$ cat config.mk
export PLATFORM = sky130hd
export DESIGN_NAME = result_readout_lock
export DESIGN_NICKNAME = d
export VERILOG_FILES = /design/src/rtl/rrl_pkg.sv /design/src/rtl/rrl_lock_ctl.sv /design/src/rtl/rrl_capture.sv /design/src/rtl/rrl_byte_fmt.sv /design/src/rtl/result_readout_lock.sv
export SDC_FILE = /design/constraint.sdc
export NUM_CORES = 1
export LEC_CHECK = 0
export BUFFER_PORTS_ARGS = -buffer_cell sky130_fd_sc_hd__buf_4
export CAP_MARGIN = 20
export CORE_MARGIN = 5
export CORE_UTILIZATION = 44
export DETAILED_ROUTE_END_ITERATION = 8
export MAX_ROUTING_LAYER = met4
export PLACE_DENSITY = 0.79
export SLEW_MARGIN = 20
export SYNTH_ARGS = -nofsm -noshare
export SYNTH_HDL_FRONTEND = slang
export SYNTH_SLANG_ARGS = --single-unit
$ cat constraint.sdc
create_clock -name clk -period 1.85 [get_ports clk]
set_clock_uncertainty 0.15 [all_clocks]
set_input_delay 0.2775 -clock clk [delete_from_list [all_inputs] [get_ports clk]]
set_output_delay 0.2775 -clock clk [all_outputs]
set_load 0.01 [all_outputs]
$ cat src/rtl/rrl_pkg.sv
package rrl_pkg;
    typedef enum logic {
        ADJ_RIGHT = 1'b0,
        ADJ_LEFT  = 1'b1
    } adj_e;

    typedef enum logic {
        LK_OPEN = 1'b0,
        LK_HELD = 1'b1
    } lock_e;
endpackage

$ cat src/rtl/rrl_lock_ctl.sv
module rrl_lock_ctl
    import rrl_pkg::*;
(
    input  logic clk,
    input  logic rst_n,
    input  logic rd_lo_i,
    input  logic rd_hi_i,
    output logic blocked_o
);
    typedef struct packed {
        lock_e lock;
    } lk_state_t;

    lk_state_t st_d, st_q;

    always_comb begin
        st_d = st_q;
        if (rd_hi_i) begin
            st_d.lock = LK_OPEN;
        end else if (rd_lo_i) begin
            st_d.lock = LK_HELD;
        end
    end

    always_ff @(posedge clk or negedge rst_n) begin
        if (!rst_n) begin
            st_q <= '{lock: LK_OPEN};
        end else begin
            st_q <= st_d;
        end
    end

    // A low read blocks its own cycle; a held lock blocks until released
    assign blocked_o = (st_q.lock == LK_HELD) || rd_lo_i;

    assert_lock_engage_R5: assert property (@(posedge clk) disable iff (!rst_n)
        (rd_lo_i && !rd_hi_i) |=> (st_q.lock == LK_HELD));

    // a high read always leaves the lock open
    assert_lock_release_R6: assert property (@(posedge clk) disable iff (!rst_n)
        rd_hi_i |=> (st_q.lock == LK_OPEN));

    assert_hi_only_open_R8: assert property (@(posedge clk) disable iff (!rst_n)
        ((st_q.lock == LK_OPEN) && !rd_lo_i) |=> (st_q.lock == LK_OPEN));
endmodule

$ cat src/rtl/rrl_capture.sv
module rrl_capture #(
    parameter int RES_W = 10
) (
    input  logic             clk,
    input  logic             rst_n,
    input  logic [RES_W-1:0] conv_result_i,
    input  logic             conv_done_i,
    input  logic             blocked_i,
    output logic [RES_W-1:0] held_o,
    output logic             flag_set_o
);
    typedef struct packed {
        logic [RES_W-1:0] res;
        logic             flag;
    } cap_state_t;

    cap_state_t st_d, st_q;

    always_comb begin
        st_d      = st_q;
        st_d.flag = conv_done_i;
        if (conv_done_i && !blocked_i) begin
            st_d.res = conv_result_i;
        end
    end

    always_ff @(posedge clk or negedge rst_n) begin
        if (!rst_n) begin
            st_q <= '0;
        end else begin
            st_q <= st_d;
        end
    end

    assign held_o     = st_q.res;
    assign flag_set_o = st_q.flag;

    assert_store_open_R4: assert property (@(posedge clk) disable iff (!rst_n)
        (conv_done_i && !blocked_i) |=> (held_o == $past(conv_result_i)));

    assert_discard_held_R5: assert property (@(posedge clk) disable iff (!rst_n)
        (conv_done_i && blocked_i) |=> $stable(held_o));

    assert_flag_pulse_R7: assert property (@(posedge clk) disable iff (!rst_n)
        conv_done_i |=> flag_set_o);

    assert_flag_quiet_R7: assert property (@(posedge clk) disable iff (!rst_n)
        !conv_done_i |=> !flag_set_o);

    assert_idle_hold_R4: assert property (@(posedge clk) disable iff (!rst_n)
        !conv_done_i |=> $stable(held_o));
endmodule

$ cat src/rtl/rrl_byte_fmt.sv
module rrl_byte_fmt
    import rrl_pkg::*;
#(
    parameter int RES_W  = 10,
    parameter int BYTE_W = 8
) (
    input  logic [RES_W-1:0]  held_i,
    input  logic              left_adj_i,
    output logic [BYTE_W-1:0] lo_byte_o,
    output logic [BYTE_W-1:0] hi_byte_o
);
    localparam int SPILL_W = RES_W - BYTE_W;
    localparam int PAD_W   = BYTE_W - SPILL_W;

    logic [BYTE_W-1:0] right_lo, right_hi, left_lo, left_hi;

    assign right_lo = held_i[BYTE_W-1:0];
    assign right_hi = {{PAD_W{1'b0}}, held_i[RES_W-1:BYTE_W]};
    assign left_hi  = held_i[RES_W-1 -: BYTE_W];
    assign left_lo  = {held_i[SPILL_W-1:0], {PAD_W{1'b0}}};

    always_comb begin
        if (adj_e'(left_adj_i) == ADJ_LEFT) begin
            lo_byte_o = left_lo;
            hi_byte_o = left_hi;
        end else begin
            lo_byte_o = right_lo;
            hi_byte_o = right_hi;
        end
    end
endmodule

$ cat src/rtl/result_readout_lock.sv
module result_readout_lock #(
    parameter int RES_W  = 10,
    parameter int BYTE_W = 8
) (
    input  logic              clk,
    input  logic              rst_n,
    input  logic [RES_W-1:0]  conv_result_i,
    input  logic              conv_done_i,
    input  logic              left_adj_i,
    input  logic              rd_lo_i,
    input  logic              rd_hi_i,
    output logic [BYTE_W-1:0] lo_byte_o,
    output logic [BYTE_W-1:0] hi_byte_o,
    output logic              flag_set_o
);
    logic             blocked;
    logic [RES_W-1:0] held;

    rrl_lock_ctl u_lock (
        .clk       (clk),
        .rst_n     (rst_n),
        .rd_lo_i   (rd_lo_i),
        .rd_hi_i   (rd_hi_i),
        .blocked_o (blocked)
    );

    rrl_capture #(.RES_W(RES_W)) u_cap (
        .clk           (clk),
        .rst_n         (rst_n),
        .conv_result_i (conv_result_i),
        .conv_done_i   (conv_done_i),
        .blocked_i     (blocked),
        .held_o        (held),
        .flag_set_o    (flag_set_o)
    );

    rrl_byte_fmt #(.RES_W(RES_W), .BYTE_W(BYTE_W)) u_fmt (
        .held_i     (held),
        .left_adj_i (left_adj_i),
        .lo_byte_o  (lo_byte_o),
        .hi_byte_o  (hi_byte_o)
    );

    // the bytes come out of reset at zero
    assert_reset_zero_R1: assert property (@(posedge clk) disable iff (!rst_n)
        $rose(rst_n) |-> (lo_byte_o == '0 && hi_byte_o == '0));
endmodule

==> summary.md, run 1 <==
| Metric | Value |
|---|---|
| Status | `finished, final reports clean` |
| Wire per inst | `around 13 µm` |
| Htree depth | `1` |
| Critical Path AT | `about 1.6 ns` |
| Initial Util | `0.453` |
| Die width | `approximately 46 µm` |
| Total gr overflow | `0` |
| Hold path endpoint | `u_cap.held_o[7]` |
| Seq cells post-synth | `12` |
| ANT nets after route | `0` |
| Crit path kind | `in -> reg` |
| CORE AREA | `1270 µm²` |
| Drt drc | `0` |
| Cell accounting for the most synthesized area | `dfrtp_1` |
| # diodes | `0` |
| Hold Path Cell Cnt | `2` |
| Static leakage | `0.000421 µW` |
| Commonest non-fill, non-tap cell in the layout | `buf_4` |
| Clk Latency, worst-skew pair | `~0.26 ns` |
| Top cells by area, synth | `dfrtp_1 (52%), mux2_2 (27%), and2_1 (6.5%)` |
| R2R Path End | `u_cap.held_o[5]` |
| Reg2Reg Depth | `3` |
| Setup TNS | `0 ns` |
| Met1 GRT Util | `0.175` |
| Relative slew margins | `0.895` |
| Max clock buf depth | `2` |
| RSZ-0062 raised after global routing | `false` |
| Vias in the first global route | `452` |
| Post-CTS resize count | `0` |
| Worst R2R Setup Slack | `between 0.4 and 0.5 ns` |
| Vias per inst | `4.65` |
| Yosys cell types | `8` |
| HP Class | `in -> reg` |
| Commonest cells after routing, fill and taps aside | `buf_4 (33), mux2_2 (14), dfrtp_1 (12)` |
| CP most frequent cell | `buf_4` |
| Row count | `13` |
| Max incr delay on CP | `between 0.5 and 0.6 ns` |
| Final net count | `roughly 100` |
| Crit-path leading delay family | `buffers and inverters` |
| Syn avg cell area | `approximately 13 µm²` |
| Die height | `between 40 and 50 µm` |
| Max-cap viol count | `0` |
| Crit-path cells | `dlygate4sd3_1, buf_4, nor3b_2, buf_4, mux2_2` |
| Critical Path End Type | `flip-flop` |
| GR peak layer | `met2` |
| Bufs and invs on worst path | `3` |
| Pre-antenna DRT Iters | `1` |
| Mapped Cells | `between 40 and 50` |
| Post-layout util | `0.687` |
| Grt met3 use | `0.0234` |
| Slew Limit Fails | `0` |
| Initial antenna violation count | `0` |
| Worst-Margin Slew | `0.157 ns` |
| Die Footprint | `between 2000 and 2500 µm²` |
| Io pins | `33` |
| VDD IR-drop max | `approximately 0.56 mV` |
| 1st-iter DRT viols | `0` |
| Max Clk Rate | `~630 MHz` |
| GRT Total Usage | `0.141` |
| Mapped cell area | `574 µm²` |
| Vias post-DR | `between 400 and 500` |
| Fin crit period | `about 1.6 ns` |
| Slowest cell on crit path | `dlygate4sd3_1` |
| Routability cong. | `around 0.71` |
| Hold_ws | `~0.093 ns` |
| Layout Cell Area excl Fill | `872 µm²` |
| Power per Cell Area | `836 nW/µm²` |
| Area grow syn2layout | `51.9%` |
| Layout cell share with drive strength beyond 1 | `0.638` |
| Sequential-to-total area share from yosys stat | `0.523` |
| WP data required | `roughly 1.9 ns` |
| Endpoints failing setup | `0` |
| Synth top area share | `0.523` |
| Final HPWL from detailed placement | `961 µm` |
| Port bufs | `32` |
| M2 GR Usage | `0.220` |
| Synthesized Nets | `60` |
| Clock Root Buffer | `clkbuf_4` |
| CTS tree | `done` |
| Final period util | `0.853` |
| Hold Crit Start | `conv_result_i[7]` |
| Placement Cell Area | `820 µm²` |
| Critical Path Start Type | `input pin` |
| CP Max Fanout | `10` |
| Worst-path clk slew | `roughly 0.07 ns` |
| Clock sink count | `12` |
| First-pass GRT wire length | `between 2000 and 2500 µm` |
| Largest net degree at the start of global routing | `17` |
| Reg-to-reg critical path startpoint | `u_lock.st_q` |
| # fillers | `approximately 120` |
| Final Hold Violating Endpoints | `0` |
| Cts bufs inserted | `3` |
| Yosys warning count | `0` |
| Final WL | `roughly 1200 µm` |
[registers in the layout, indices dropped and copies added, names as in the netlist]
signal	count
u_cap.flag_set_o	1
u_cap.held_o	10
u_lock.st_q	1
[report_power, final]
| group | switching, µW | leakage (µW) | internal, µW |
|---|---|---|---|
| Sequential | 27.5 | 0.000142 | 307 |
| Combinational | 86.8 | 0.000266 | 154 |
| Clock | 78.1 | 0.0000138 | 75.1 |
| Total | 192 | 0.000421 | 536 |
[worst max path at each step]
stage               slack (ns)        start               to  cells after the start
floorplan                 0.57  u_lock.st_q  u_cap.held_o[0]                      3
global placement          0.48   left_adj_i     lo_byte_o[7]                      3
detailed placement        0.47      rd_lo_i  u_cap.held_o[5]                      4
CTS                       0.27  conv_done_i  u_cap.held_o[5]                      5
global route              0.23  conv_done_i  u_cap.held_o[5]                      5
finish                    0.27  conv_done_i  u_cap.held_o[5]                      5
[final cells by class]
| cell class | instances | area, µm² | share of cell area |
|---|---|---|---|
| clock buffers | 3 | 22.5 | 0.0258 |
| multi-input cells | 29 | 253 | 0.290 |
| flip-flops and latches | 12 | 300 | 0.344 |
| well taps | 15 | 18.8 | 0.0215 |
| repair buffers | 36 | 278 | 0.319 |
[per-layer routing]
layer	wire, µm	part of all wire
met5	0	0
met4	0	0
met3	118	0.098
met2	606	0.50
met1	478	0.40
[cell usage after synthesis, drive strengths merged]
cell type	number
nor3b	1
clkbuf	2
nor2b	6
dfrtp	12
and2	6
buf	1
nor2	2
mux2	14
[stage by stage]
| step | std cells | power [µW] | worst slack [ns] |
|---|---|---|---|
| 6_report | 95 | 729 | 0.272 |
| 5_1_grt | 95 | 781 | 0.232 |
| 4_1_cts | 95 | 743 | 0.271 |
| 3_5_place_dp | 89 | 581 | 0.467 |
| 3_3_place_gp | 89 | 572 | 0.482 |
| 2_1_floorplan | 44 | 457 | 0.569 |
[logic make-up (layout without fill, tap and decap cells)]
family / Yosys count / count (layout) / synth area share
buf+inv: 3 / 39 / 0.0370
flops: 12 / 12 / 0.523
mux: 14 / 14 / 0.275
simple gates: 15 / 15 / 0.166
[what timing repair did]
item	in CTS	in global routing
hold endpoints to repair	14	0
hold buffers	3	0
endpoints found under the setup margin	0	0
buffers inserted	0	0
(Power assumes the default switching activity.)
==> run 2, diff against run 1 <==
CORE_MARGIN = 3   (was 5)
CORE_UTILIZATION = 46   (was 44)
SYNTH_HIERARCHICAL = 1   (was default)
==> summary.md, run 2 <==
| Metric | Value |
|---|---|
| Mapped cell area | `658 µm² (+15%)` |
| CTS tree | `done` |
| Seq cells post-synth | `12 (unchanged)` |
| Post-synth EDFFs | `0 (unchanged)` |
| Area grow syn2layout | `41.4%` |
| Pwr Total | `831 µW (+14%)` |
| Sequential-to-total area share from yosys stat | `0.456 (-0.0666)` |
| Post-CTS setup buffer count | `0 (unchanged)` |
| Die width | `43.8 µm (-5.0%)` |
| Endpoints failing setup | `0 (unchanged)` |
| Synthesized Nets | `60 (unchanged)` |
| Final net count | `96 (-2.0%)` |
| Clock Root Buffer | `clkbuf_4` |
| Crit path kind | `in -> reg` |
| 1st-iter DRT viols | `5 (+5)` |
| Relative slew margins | `0.716 (-0.180)` |
| Vias per inst | `4.73 (+1.7%)` |
| Vias in the first global route | `472 (+4.4%)` |
| Commonest cells after routing, fill and taps aside | `buf_4 (32), mux2_4 (14), dfrtp_1 (12)` |
| Final period util | `0.895 (+0.0424)` |
| Layout cell share with drive strength beyond 1 | `0.658 (+0.0207)` |
| Die height | `43.8 µm (-5.0%)` |
| Most frequent cell after synthesis | `mux2_4` |
| Cts bufs inserted | `3 (unchanged)` |
| Port bufs | `32 (unchanged)` |
| # diodes | `0 (unchanged)` |
| Htree depth | `1 (unchanged)` |
| Prevailing post-synth register cell | `dfrtp_1` |
| Largest net degree at the start of global routing | `17 (unchanged)` |
| GRT Total Usage | `0.168 (+0.0276)` |
| Power per Cell Area | `892 nW/µm² (+6.8%)` |
| Yosys cell types | `9 (+1)` |
| Clock sink count | `12 (unchanged)` |
| Mapped Cells | `44 (unchanged)` |
| Final WL | `1390 µm (+16%)` |
| Drt drc | `0 (unchanged)` |
| Reg2Reg Depth | `3 (unchanged)` |
| Vias post-DR | `445 (+0.68%)` |
| Fin crit period | `1.66 ns (+0.0784 ns)` |
| Status | `finished, final reports clean` |
| Yosys warning count | `6 (+6)` |
| Syn avg cell area | `15.0 µm² (+15%)` |
| RSZ-0062 raised after global routing | `false` |
| ANT nets after route | `0 (unchanged)` |
| Final Hold Violating Endpoints | `0 (unchanged)` |
| Die Footprint | `1920 µm² (-9.7%)` |
| CORE AREA | `1320 µm² (+3.8%)` |
| HP Class | `in -> reg` |
| Critical Path Start Type | `input pin` |
| Initial Util | `0.500 (+0.0469)` |
| Clk Latency, worst-skew pair | `0.27 ns (about the same)` |
| Setup TNS | `0 ns (unchanged)` |
| Max Clk Rate | `604 MHz (-4.7%)` |
| Fraction of registers with async set/reset | `1.00 (unchanged)` |
| Worst-path clk slew | `0.08 ns (about the same)` |
| Total gr overflow | `0 (unchanged)` |
| Commonest non-fill, non-tap cell in the layout | `buf_4` |
| Top cells by area, synth | `dfrtp_1 (46%), mux2_4 (32%), and2_1 (5.7%)` |
| WP data required | `1.86 ns (about the same)` |
| Worst-Margin Slew | `0.426 ns (+0.269 ns)` |
| Max reg flops | `10 (unchanged)` |
| Routability cong. | `0.685 (-3.3%)` |
| Static leakage | `0.000476 µW (+13%)` |
| Critical Path End Type | `flip-flop` |
| Slew Limit Fails | `0 (unchanged)` |
| VDD IR-drop max | `0.473 mV (-16%)` |
| Pre-antenna DRT Iters | `4 (+3)` |
| Synth cell count leaders | `mux2_4 (14), dfrtp_1 (12), and2_1 (6), nor2b_1 (6), buf_6 (2)` |
| Initial antenna violation count | `0 (unchanged)` |
| Final HPWL from detailed placement | `986 µm (+2.7%)` |
| Cell accounting for the most synthesized area | `dfrtp_1` |
| Row count | `13 (unchanged)` |
| Max-cap viol count | `0 (unchanged)` |
| First-pass GRT wire length | `2200 µm (+8.9%)` |
| Post-CTS resize count | `0 (unchanged)` |
| Io pins | `33 (unchanged)` |
| CP Max Fanout | `10 (unchanged)` |
| Synth top area share | `0.456 (-0.0666)` |
| Max clock buf depth | `2 (unchanged)` |
| Critical Path AT | `1.66 ns (+0.08 ns)` |
| Hold Path Cell Cnt | `2 (unchanged)` |
| Wire per inst | `14.8 µm (+17%)` |
## run 2: cell type report
class	count	area [µm²]
Multi-Input combinational cell	29	315
Sequential cell	12	300
Tap cell	15	18.8
Timing Repair Buffer	34	260
Fill cell	97	387
Clock buffer	4	36.3
## run 2: through the flow
stage | setup slack, ns | std cells | util | cell area (µm²) | hold slack [ns]
final | 0.194 | 94 | 0.707 | 931 | 0.0832
after global routing | 0.187 | 94 | 0.707 | 931 | 0.0705
after CTS | 0.226 | 94 | 0.707 | 931 | 0.0747
after detailed placement | 0.209 | 88 | 0.664 | 875 | -0.0256
after global placement | 0.245 | 88 | 0.664 | 875 | -0.0288
after floorplan | 0.435 | 44 | - | 658 | -0.168
## run 2: critical path, cell delays in order
cell	delay (ns)
dlygate4sd3_1	0.53
buf_4	0.11
nor2b_4	0.39
mux2_4	0.35
## run 2: kinds of logic (layout without fill, tap and decap cells)
kind of cell,count (synthesis),in the layout,share of synthesized area
buf+inv,3,38,0.0646
simple gates,14,14,0.145
flops,12,12,0.456
mux,14,14,0.319
compound gates,1,1,0.0152
## run 2: final timing paths
check,from,end,slack (ns)
setup / recovery,conv_done_i,u_cap/held_o[8],0.19
min in group asynchronous,rst_n,u_cap/held_o[0],0.23
hold reg to reg,u_lock/st_q,u_lock/st_q,0.37
setup reg to reg,u_lock/st_q,u_cap/held_o[8],0.22
max in group asynchronous,rst_n,u_cap/held_o[4],1.17
hold / removal,conv_result_i[6],u_cap/held_o[6],0.08
## run 2: report_power, final
part	leakage, µW	internal (µW)	switching, µW
sequential	0.000142	307	32.6
combinational	0.000313	189	95.0
clock	0.0000210	120	87.7
## run 2: metal layers
| layer | routed length [µm] | global-route usage |
|---|---|---|
| met5 | 0 | - |
| met4 | 0 | 0.0904 |
| met3 | 96 | 0.0373 |
| met2 | 717 | 0.273 |
| met1 | 576 | 0.190 |
## run 2: repair_timing
item | 4_1_cts | 5_1_grt
hold buffers | 2 | 0
hold endpoints to repair | 13 | 0
endpoints found under the setup margin | 0 | 0
